**src/rtl/wpc_pkg.sv**
```systemverilog
package wpc_pkg;
  typedef enum logic [2:0] {
    M_HIGH   = 3'd0,
    M_MED    = 3'd1,
    M_SUB    = 3'd2,
    M_WATCH  = 3'd3,
    M_SETTLE = 3'd4,
    M_HWSTBY = 3'd5
  } pmode_t;

  typedef enum logic [1:0] {
    SRC_NONE = 2'd0,
    SRC_NMI  = 2'd1,
    SRC_IRQ  = 2'd2,
    SRC_WDT  = 2'd3
  } wsrc_t;
endpackage

```
**src/rtl/wpc_wake_arb.sv**
```systemverilog
module wpc_wake_arb
  import wpc_pkg::*;
#(
  parameter int N_IRQ = 5
) (
  input  logic             nmi,
  input  logic [N_IRQ-1:0] irq,
  input  logic [N_IRQ-1:0] irq_en,
  input  logic             wdt_ovf,
  input  logic             wdt_ovf_en,
  input  logic             wdt_mask,
  output logic             wake,
  output wsrc_t            src
);
  logic [N_IRQ-1:0] irq_live;
  logic             irq_any;
  logic             wdt_live;

  genvar gi;
  generate
    for (gi = 0; gi < N_IRQ; gi++) begin : g_line
      assign irq_live[gi] = irq[gi] & irq_en[gi];
    end
  endgenerate

  assign irq_any  = |irq_live;
  assign wdt_live = wdt_ovf & wdt_ovf_en & ~wdt_mask;

  always_comb begin
    src = SRC_NONE;
    if (nmi)           src = SRC_NMI;
    else if (irq_any)  src = SRC_IRQ;
    else if (wdt_live) src = SRC_WDT;
  end

  assign wake = nmi | irq_any | wdt_live;
endmodule

```
**src/rtl/wpc_settle_cnt.sv**
```systemverilog
module wpc_settle_cnt #(
  parameter int CODE_W   = 3,
  parameter int BASE_EXP = 8
) (
  input  logic              clk,
  input  logic              rst,
  input  logic              load,
  input  logic [CODE_W-1:0] code,
  input  logic              run,
  output logic              done
);
  localparam int MAX_EXP = BASE_EXP + (1 << CODE_W) - 1;
  localparam int CNT_W   = MAX_EXP;

  logic [CNT_W-1:0] cnt_q;
  logic [CNT_W-1:0] ld_val;

  assign ld_val = (CNT_W'(1) << (CNT_W'(BASE_EXP) + CNT_W'(code))) - CNT_W'(1);

  always_ff @(posedge clk) begin
    if (rst)                      cnt_q <= '0;
    else if (load)                cnt_q <= ld_val;
    else if (run && cnt_q != '0)  cnt_q <= cnt_q - CNT_W'(1);
  end

  assign done = (cnt_q == '0);

  // once expired, the counter never wraps without a fresh load
  p_no_wrap_r7: assert property (@(posedge clk) disable iff (rst)
    (!load && cnt_q == '0) |=> (cnt_q == '0));
endmodule

```
**src/rtl/watch_pwr_ctrl.sv**
```systemverilog
module watch_pwr_ctrl
  import wpc_pkg::*;
#(
  parameter int N_IRQ    = 5,
  parameter int CODE_W   = 3,
  parameter int BASE_EXP = 8
) (
  input  logic              clk,
  input  logic              rst,
  input  logic              stby_n,
  input  logic              sleep_req,
  input  logic              cfg_ssby,
  input  logic              cfg_dton,
  input  logic              cfg_pss,
  input  logic              cfg_lson,
  input  logic              cfg_med,
  input  logic [CODE_W-1:0] cfg_sts,
  input  logic              nmi,
  input  logic [N_IRQ-1:0]  irq,
  input  logic [N_IRQ-1:0]  irq_en,
  input  logic              wdt_ovf,
  input  logic              wdt_ovf_en,
  input  logic              wdt_mask,
  output logic [2:0]        mode_o,
  output logic              cpu_clk_en,
  output logic              per_clk_en,
  output logic              wdt_clk_en,
  output logic              hold_o,
  output logic              exc_start,
  output logic [1:0]        exc_src
);
  pmode_t mode_q, mode_nx, mode_d;
  wsrc_t  src_q, wake_src;
  logic   wake_any, entry_ok, exc_nx, exc_d, load_nx, settle_done;
  logic   cpu_q, per_q, wdt_q, hold_q, exc_q;

  wpc_wake_arb #(.N_IRQ(N_IRQ)) u_arb (
    .nmi(nmi), .irq(irq), .irq_en(irq_en), .wdt_ovf(wdt_ovf),
    .wdt_ovf_en(wdt_ovf_en), .wdt_mask(wdt_mask),
    .wake(wake_any), .src(wake_src)
  );

  wpc_settle_cnt #(.CODE_W(CODE_W), .BASE_EXP(BASE_EXP)) u_cnt (
    .clk(clk), .rst(rst), .load(load_nx & stby_n & ~rst), .code(cfg_sts),
    .run(mode_q == M_SETTLE), .done(settle_done)
  );

  assign entry_ok = sleep_req & cfg_ssby & ~cfg_dton & cfg_pss &
                    (mode_q == M_HIGH || mode_q == M_SUB);

  always_comb begin
    mode_nx = mode_q;
    exc_nx  = 1'b0;
    load_nx = 1'b0;
    unique case (mode_q)
      M_HIGH, M_SUB: if (entry_ok) mode_nx = M_WATCH;
      M_WATCH: begin
        if (wake_any) begin
          if (cfg_lson) begin
            mode_nx = M_SUB;
            exc_nx  = 1'b1;
          end else if (cfg_med) begin
            mode_nx = M_MED;
            exc_nx  = 1'b1;
          end else begin
            mode_nx = M_SETTLE;
            load_nx = 1'b1;
          end
        end
      end
      M_SETTLE: begin
        if (settle_done) begin
          mode_nx = M_HIGH;
          exc_nx  = 1'b1;
        end
      end
      default: mode_nx = mode_q;
    endcase
  end

  always_comb begin
    if (!stby_n)  mode_d = M_HWSTBY;
    else if (rst) mode_d = M_HIGH;
    else          mode_d = mode_nx;
  end
  assign exc_d = exc_nx & stby_n & ~rst;

  always_ff @(posedge clk) begin
    mode_q <= mode_d;
    cpu_q  <= (mode_d == M_HIGH || mode_d == M_MED || mode_d == M_SUB);
    per_q  <= (mode_d == M_HIGH || mode_d == M_MED || mode_d == M_SUB);
    wdt_q  <= (mode_d != M_HWSTBY);
    hold_q <= (mode_d == M_WATCH || mode_d == M_SETTLE);
    exc_q  <= exc_d;
    if (rst && stby_n) src_q <= SRC_NONE;
    else if (exc_d)    src_q <= (mode_q == M_SETTLE) ? src_q : wake_src;
    else if (load_nx && stby_n) src_q <= wake_src;
  end

  assign mode_o     = mode_q;
  assign cpu_clk_en = cpu_q;
  assign per_clk_en = per_q;
  assign wdt_clk_en = wdt_q;
  assign hold_o     = hold_q;
  assign exc_start  = exc_q;
  assign exc_src    = src_q;

  // watch gates CPU and peripherals, keeps watchdog, holds state
  p_watch_gates_r4: assert property (@(posedge clk) disable iff (rst)
    (mode_q == M_WATCH) |-> (!cpu_clk_en && !per_clk_en && wdt_clk_en && hold_o));

  // settling keeps the core stopped and state held
  p_settle_gates_r7: assert property (@(posedge clk) disable iff (rst)
    (mode_q == M_SETTLE) |-> (hold_o && !cpu_clk_en && !per_clk_en));

  // a sleep request with bad configuration leaves the mode alone
  p_sleep_ignored_r3: assert property (@(posedge clk) disable iff (rst)
    (stby_n && sleep_req && !(cfg_ssby && !cfg_dton && cfg_pss) &&
     mode_q != M_WATCH && mode_q != M_SETTLE)
    |=> (mode_q == $past(mode_q) || mode_q == M_HWSTBY));

  // exception start lasts one cycle
  p_exc_once_r9: assert property (@(posedge clk) disable iff (rst)
    exc_start |=> !exc_start);

  // exception start only follows watch or settling
  p_exc_after_wake_r9: assert property (@(posedge clk) disable iff (rst)
    exc_start |-> ($past(mode_q) == M_WATCH || $past(mode_q) == M_SETTLE));

  // standby pin low shuts every clock
  p_hwstby_r10: assert property (@(posedge clk) disable iff (rst)
    !stby_n |=> (mode_q == M_HWSTBY && !wdt_clk_en && !cpu_clk_en && !per_clk_en));
endmodule

```
**config.mk**
```make
export PLATFORM = sky130hd
export DESIGN_NAME = watch_pwr_ctrl
export DESIGN_NICKNAME = d
export VERILOG_FILES = /design/src/rtl/wpc_pkg.sv /design/src/rtl/wpc_wake_arb.sv /design/src/rtl/wpc_settle_cnt.sv /design/src/rtl/watch_pwr_ctrl.sv
export SDC_FILE = /design/constraint.sdc
export NUM_CORES = 1
export LEC_CHECK = 0
export BUFFER_PORTS_ARGS = -buffer_cell sky130_fd_sc_hd__buf_2
export CAP_MARGIN = 0
export CORE_MARGIN = 8
export CORE_UTILIZATION = 45
export DETAILED_ROUTE_END_ITERATION = 10
export PLACE_DENSITY = 0.68
export SETUP_SLACK_MARGIN = 0.15
export SYNTH_ARGS = -nofsm -noshare
export SYNTH_HDL_FRONTEND = slang
export SYNTH_SLANG_ARGS = --single-unit
```
**constraint.sdc**
```tcl
create_clock -name clk -period 2.8 [get_ports clk]
set_input_delay 0.56 -clock clk [delete_from_list [all_inputs] [get_ports clk]]
set_output_delay 0.56 -clock clk [all_outputs]
set_load 0.02 [all_outputs]
```
==> impl_metrics.py, run 1 <==
metrics = {
    "outcome": {
        "status": "finished, final reports clean",
    },
    "floorplanning": {
        "die_w_um": 74.1,
        "coreArea_mm2": 0.00328,
        "num_rows": 21,
        "io_pins": 36,
        "dieArea_mm2": 0.00549,
        "die_h_um": 74.1,
        "initial_core_util": 0.463,
    },
    "placed_design": {
        "gp_congestion": 0.847,
        "hpwl_mm": 2.80,
        "pre_cts_slack_ns": 0.438,
        "io_buffer_count": 35,
        "dpl_cell_area_mm2": 0.00172,
        "place_inst": 250,
    },
    "setup_path": {
        "cp.arrival_ns": 2.35,
        "start_kind": "register",
        "end_kind": "register",
        "worstPathMaxFanout": 17,
        "path_class": "register to register",
        "worstPathRequired_ns": 3.06,
    },
    "cells_and_area": {
        "fin_area_mm2": 0.00177,
        "drive_gt1_frac": 0.269,
        "nNetsFinal": 238,
        "fin_util": 0.539,
        "syn_to_final_growth_pct": 16.5,
        "diodes": 0,
        "final_cell_mix": "buf_2 (35), dfxtp_1 (24), nor2_1 (18)",
        "layout.cells.most_common": "buf_2",
        "stdcell_count": 254,
    },
    "cts": {
        "clock_path_buffers": 2,
        "clk_latency_ns": 0.33,
        "numCtsBuffers": 3,
        "cts.htree.levels": 1,
        "cts_tree": "built",
        "cts_resized": 0,
        "root_buffer": "clkbuf_4",
        "post-cts-setup-buffer-count": 0,
        "ctsHoldBuffers": 0,
        "clkTransAtPathRegs_ns": 0.14,
        "clock_sinks": 24,
    },
    "sta": {
        "min_period_over_period": 0.744,
        "fmax_mhz": 480,
        "slew_headroom": 0.627,
        "tns_ns": 0,
        "tightestPinTransition_ns": 0.556,
        "timing.hold.ws_ns": 0.484,
        "layout_min_cycle_time_ns": 2.08,
        "finalSetupViolCount": 0,
        "clock_skew_ns": 0.00582,
        "grt_setup_unrepaired": "no",
        "setup_ws_ns": 0.716,
        "final_hold_viol_count": 0,
        "maxSlewViolCount": 0,
    },
    "global_routing": {
        "antenna_found_initial": 0,
        "grt_overflow": 0,
        "grt_pass1_vias": 1476,
        "grt.met1_usage": 0.163,
        "use_met3": 0.0310,
        "track_usage": 0.140,
        "grt_max_degree": 23,
        "busiest_layer": "met2",
        "grt_pass1_wl_mm": 6.20,
        "use_met2": 0.242,
    },
    "yosys": {
        "synth_ff_type": "dfxtp_1",
        "synthesis.nets": 204,
        "synth_edf_count": 0,
        "yosys.area.top_type_share": 0.316,
        "yosys.area.top_type": "dfxtp_1",
        "synthCells": 175,
        "syn-cell-area_mm2": 0.00152,
        "yosysUniqueCellTypes": 55,
        "yosys_warnings": 0,
        "synth-async-reset-ratio": 0,
        "avgSynthCellArea_um2": 8.69,
        "ys_seq_area_frac": 0.316,
        "ys_ff_latch": 24,
        "synth_area_leaders": "dfxtp_1 (32%), nor2_1 (4.4%), nand2_1 (3.7%)",
    },
    "route": {
        "ant_nets": 0,
        "drt_iter0_markers": 68,
        "routed-via-count": 1430,
        "via_per_inst": 5.63,
        "avgRoutedWirePerCell_um": 14.3,
        "drcViolationCount": 0,
        "postRouteWirelength_mm": 3.62,
        "dr.pass1.iters": 4,
    },
    "run": {
        "max-cap-violations": 0,
    },
    "min_path": {
        "min_path_type": "input pin to register",
    },
    "power_and_ir_drop": {
        "power_density_mw_per_mm2": 1130,
        "max-vdd-ir-drop_uv": 351,
        "leakage_nw": 0.706,
        "power.total_mw": 2.00,
    },
}
cell type report:
type | instances | area (um^2)
tap | 46 | 57.6
fill | 315 | 1510
sequential | 24 | 480
inverter | 4 | 15.0
multi-input combinational | 140 | 983
timing repair buffer | 36 | 183
clock buffer | 3 | 22.5
clock inverter | 1 | 30.0
path summary, 6_finish.rpt:
check	from	end	slack (ns)	cells past startpoint
worst min register to register	u_cnt.cnt_q[9]	u_cnt.cnt_q[9]	0.53	2
worst max register to register	u_cnt.cnt_q[0]	u_cnt.cnt_q[12]	0.72	9
worst min-delay path	stby_n	mode_o[0]	0.48	2
worst max-delay path	u_cnt.cnt_q[0]	u_cnt.cnt_q[12]	0.72	9
registers in the layout (all words and copies together), names as in the netlist:
register     cells
exc_src          2
hold_o           1
u_cnt.cnt_q     15
mode_o           3
exc_start        1
wdt_clk_en       1
per_clk_en       1
routing by layer:
| metal | vias up | share of wire |
|---|---|---|
| met5 | - | 0 |
| met4 | 0 | 0.020 |
| met3 | 8 | 0.044 |
| met2 | 46 | 0.47 |
| met1 | 668 | 0.47 |
| li1 | 708 | - |
kinds of logic after synthesis:
kind of cell,Yosys count,share of synthesized area
flip-flops,24,0.316
XOR/XNOR,10,0.0576
buffers and inverters,11,0.0370
adder cells (fa/ha/maj),3,0.0247
multiplexers,5,0.0337
AO/OA/AOI/OAI,43,0.223
AND/OR/NAND/NOR,79,0.308
cell usage after synthesis, types with 2 or more instances:
master,n
mux2i_1,4
a21o_1,2
inv_1,4
a211oi_1,2
a22o_1,2
nand4_1,2
xnor2_1,4
nor2_1,18
nor2b_1,4
nand2_1,15
nand3_1,5
xor2_1,6
nand2b_1,3
o21ai_1,9
nand4b_1,2
a21oi_1,9
clkbuf_1,4
and3b_1,2
buf_4,2
dfxtp_1,24
a32oi_1,2
ha_1,3
nor3_1,5
or3_1,4
and3_1,4
o311ai_1,2
and2_1,2
or4_4,2
a211oi_2,2
worst max-delay path, cell delays in order (launching register included):
cell and delay, ns:
dfxtp_1 0.36, inv_1 0.08, ha_1 0.16, nor4b_1 0.29, and3_1 0.33, a21boi_2 0.08, buf_4 0.19, and4_1 0.20
xnor2_1 0.13, a211oi_2 0.20
report_power, final:
part           internal, mW  switching [mW]
sequential            0.454           0.129
clock                 0.145           0.112
combinational         0.506           0.656
total                  1.10           0.898
No activity file was read; power rests on OpenSTA's default activity.
==> inputs of run 2 (changes only) <==
clock period = 2.18 ns   (was 2.8 ns; I/O delays follow)
==> impl_metrics.py, run 2 (synthesis gave the netlist of run 1 again) <==
metrics = {
    "setup_path": {
        "worstPathMaxFanout": 6,
        "start_kind": "register",
        "worstPathRequired_ns": 2.44,
        "cp.arrival_ns": 2.16,
        "end_kind": "register",
        "path_class": "register to register",
    },
    "cells_and_area": {
        "layout.cells.most_common": "buf_2",
        "fin_area_mm2": 0.00187,
        "nNetsFinal": 246,
        "diodes": 0,
        "stdcell_count": 262,
        "largest_reg_flops": 15,
        "drive_gt1_frac": 0.315,
        "top_register": "u_cnt.cnt_q",
        "fin_util": 0.568,
        "fill_cells": 306,
        "syn_to_final_growth_pct": 22.7,
        "final_cell_mix": "buf_2 (35), dfxtp_1 (22), nor2_1 (18)",
    },
    "global_routing": {
        "grt_pass1_vias": 1513,
        "track_usage": 0.145,
        "grt_overflow": 0,
        "grt_pass1_wl_mm": 6.40,
        "grt_max_degree": 22,
        "antenna_found_initial": 0,
    },
    "route": {
        "ant_nets": 0,
        "postRouteWirelength_mm": 3.83,
        "drt_iter0_markers": 56,
        "via_per_inst": 5.63,
        "routed-via-count": 1475,
        "avgRoutedWirePerCell_um": 14.6,
        "dr.pass1.iters": 4,
        "drcViolationCount": 0,
    },
    "cts": {
        "ctsHoldBuffers": 0,
        "clock_sinks": 24,
        "cts.htree.levels": 1,
        "cts_tree": "built",
        "root_buffer": "clkbuf_4",
        "clkTransAtPathRegs_ns": 0.14,
        "clk_latency_ns": 0.33,
        "numCtsBuffers": 3,
        "clock_path_buffers": 2,
    },
    "power_and_ir_drop": {
        "power_density_mw_per_mm2": 1540,
        "power.total_mw": 2.87,
        "leakage_nw": 0.762,
        "max-vdd-ir-drop_uv": 685,
    },
    "placed_design": {
        "io_buffer_count": 35,
        "hpwl_mm": 2.91,
        "place_inst": 257,
        "gp_congestion": 0.887,
        "dpl_cell_area_mm2": 0.00177,
        "pre_cts_slack_ns": 0.0510,
    },
    "floorplanning": {
        "initial_core_util": 0.463,
        "num_rows": 21,
        "die_w_um": 74.1,
        "dieArea_mm2": 0.00549,
        "io_pins": 36,
        "coreArea_mm2": 0.00328,
        "die_h_um": 74.1,
    },
    "sta": {
        "timing.hold.ws_ns": 0.369,
        "clock_skew_ns": 0.00516,
        "tns_ns": 0,
        "min_period_over_period": 0.871,
        "tightestPinTransition_ns": 0.483,
        "final_hold_viol_count": 0,
        "slew_headroom": 0.675,
        "grt_setup_unrepaired": "no",
        "maxSlewViolCount": 0,
        "fmax_mhz": 526,
        "layout_min_cycle_time_ns": 1.90,
        "setup_ws_ns": 0.280,
        "finalSetupViolCount": 0,
    },
    "min_path": {
        "min_path_type": "input pin to register",
    },
    "run": {
        "max-cap-violations": 0,
    },
    "outcome": {
        "status": "finished, final reports clean",
    },
}
run 2: cell types whose count changed in the layout (fill, tap and decap cells not counted):
cell	previous run	this run
dfxtp_2	0	2
a21boi_4	0	1
nor4b_4	0	1
buf_4	1	8
buf_6	0	1
and3_4	0	1
dfxtp_1	24	22
nor4b_1	1	0
a21boi_2	1	0
and3_1	4	3
run 2: path summary, 6_finish.rpt:
kind | from | end | slack, ns | cells after the start
hold reg to reg | exc_src[1] | exc_src[1] | 0.54 | 2
setup / recovery | u_cnt.cnt_q[0] | u_cnt.cnt_q[14] | 0.28 | 9
hold / removal | stby_n | mode_o[0] | 0.37 | 2
setup reg to reg | u_cnt.cnt_q[0] | u_cnt.cnt_q[14] | 0.28 | 9
run 2: routing by layer:
metal | GRT usage | up-vias | wire, um
met5 | 0 | - | 0
met4 | 0.0665 | 0 | 36
met3 | 0.0310 | 5 | 178
met2 | 0.256 | 52 | 1950
met1 | 0.162 | 694 | 1660
li1 | - | 724 | -
run 2: final cells by class:
cell class	instances	area (um^2)	area share
multi-input combinational	140	1010	0.542
sequential	24	483	0.259
clock buffer	3	22.5	0.0121
tap	46	57.6	0.0309
inverter	4	15.0	0.00805
clock inverter	1	30.0	0.0161
timing repair buffer	44	246	0.132
run 2: what timing repair did:
action	CTS	global route
pin swaps	1	1
endpoints found under the setup margin	3	15
buffers inserted	0	1
endpoints found under the hold margin	0	0
resized for setup	2	6
run 2: power by group:
group	total [mW]	switching [mW]	internal, mW	leakage [nW]
clock	0.336	0.150	0.186	0.0279
sequential	0.769	0.182	0.587	0.197
combinational	1.76	0.938	0.826	0.537
run 2: critical path, stage by stage (launching register included):
cell and delay, ns:
dfxtp_2 0.37, inv_1 0.06, ha_1 0.20, nor4b_4 0.14, and3_4 0.21, a21boi_4 0.24, buf_6 0.14, mux2i_1 0.17
o21ai_1 0.08, a311oi_2 0.23
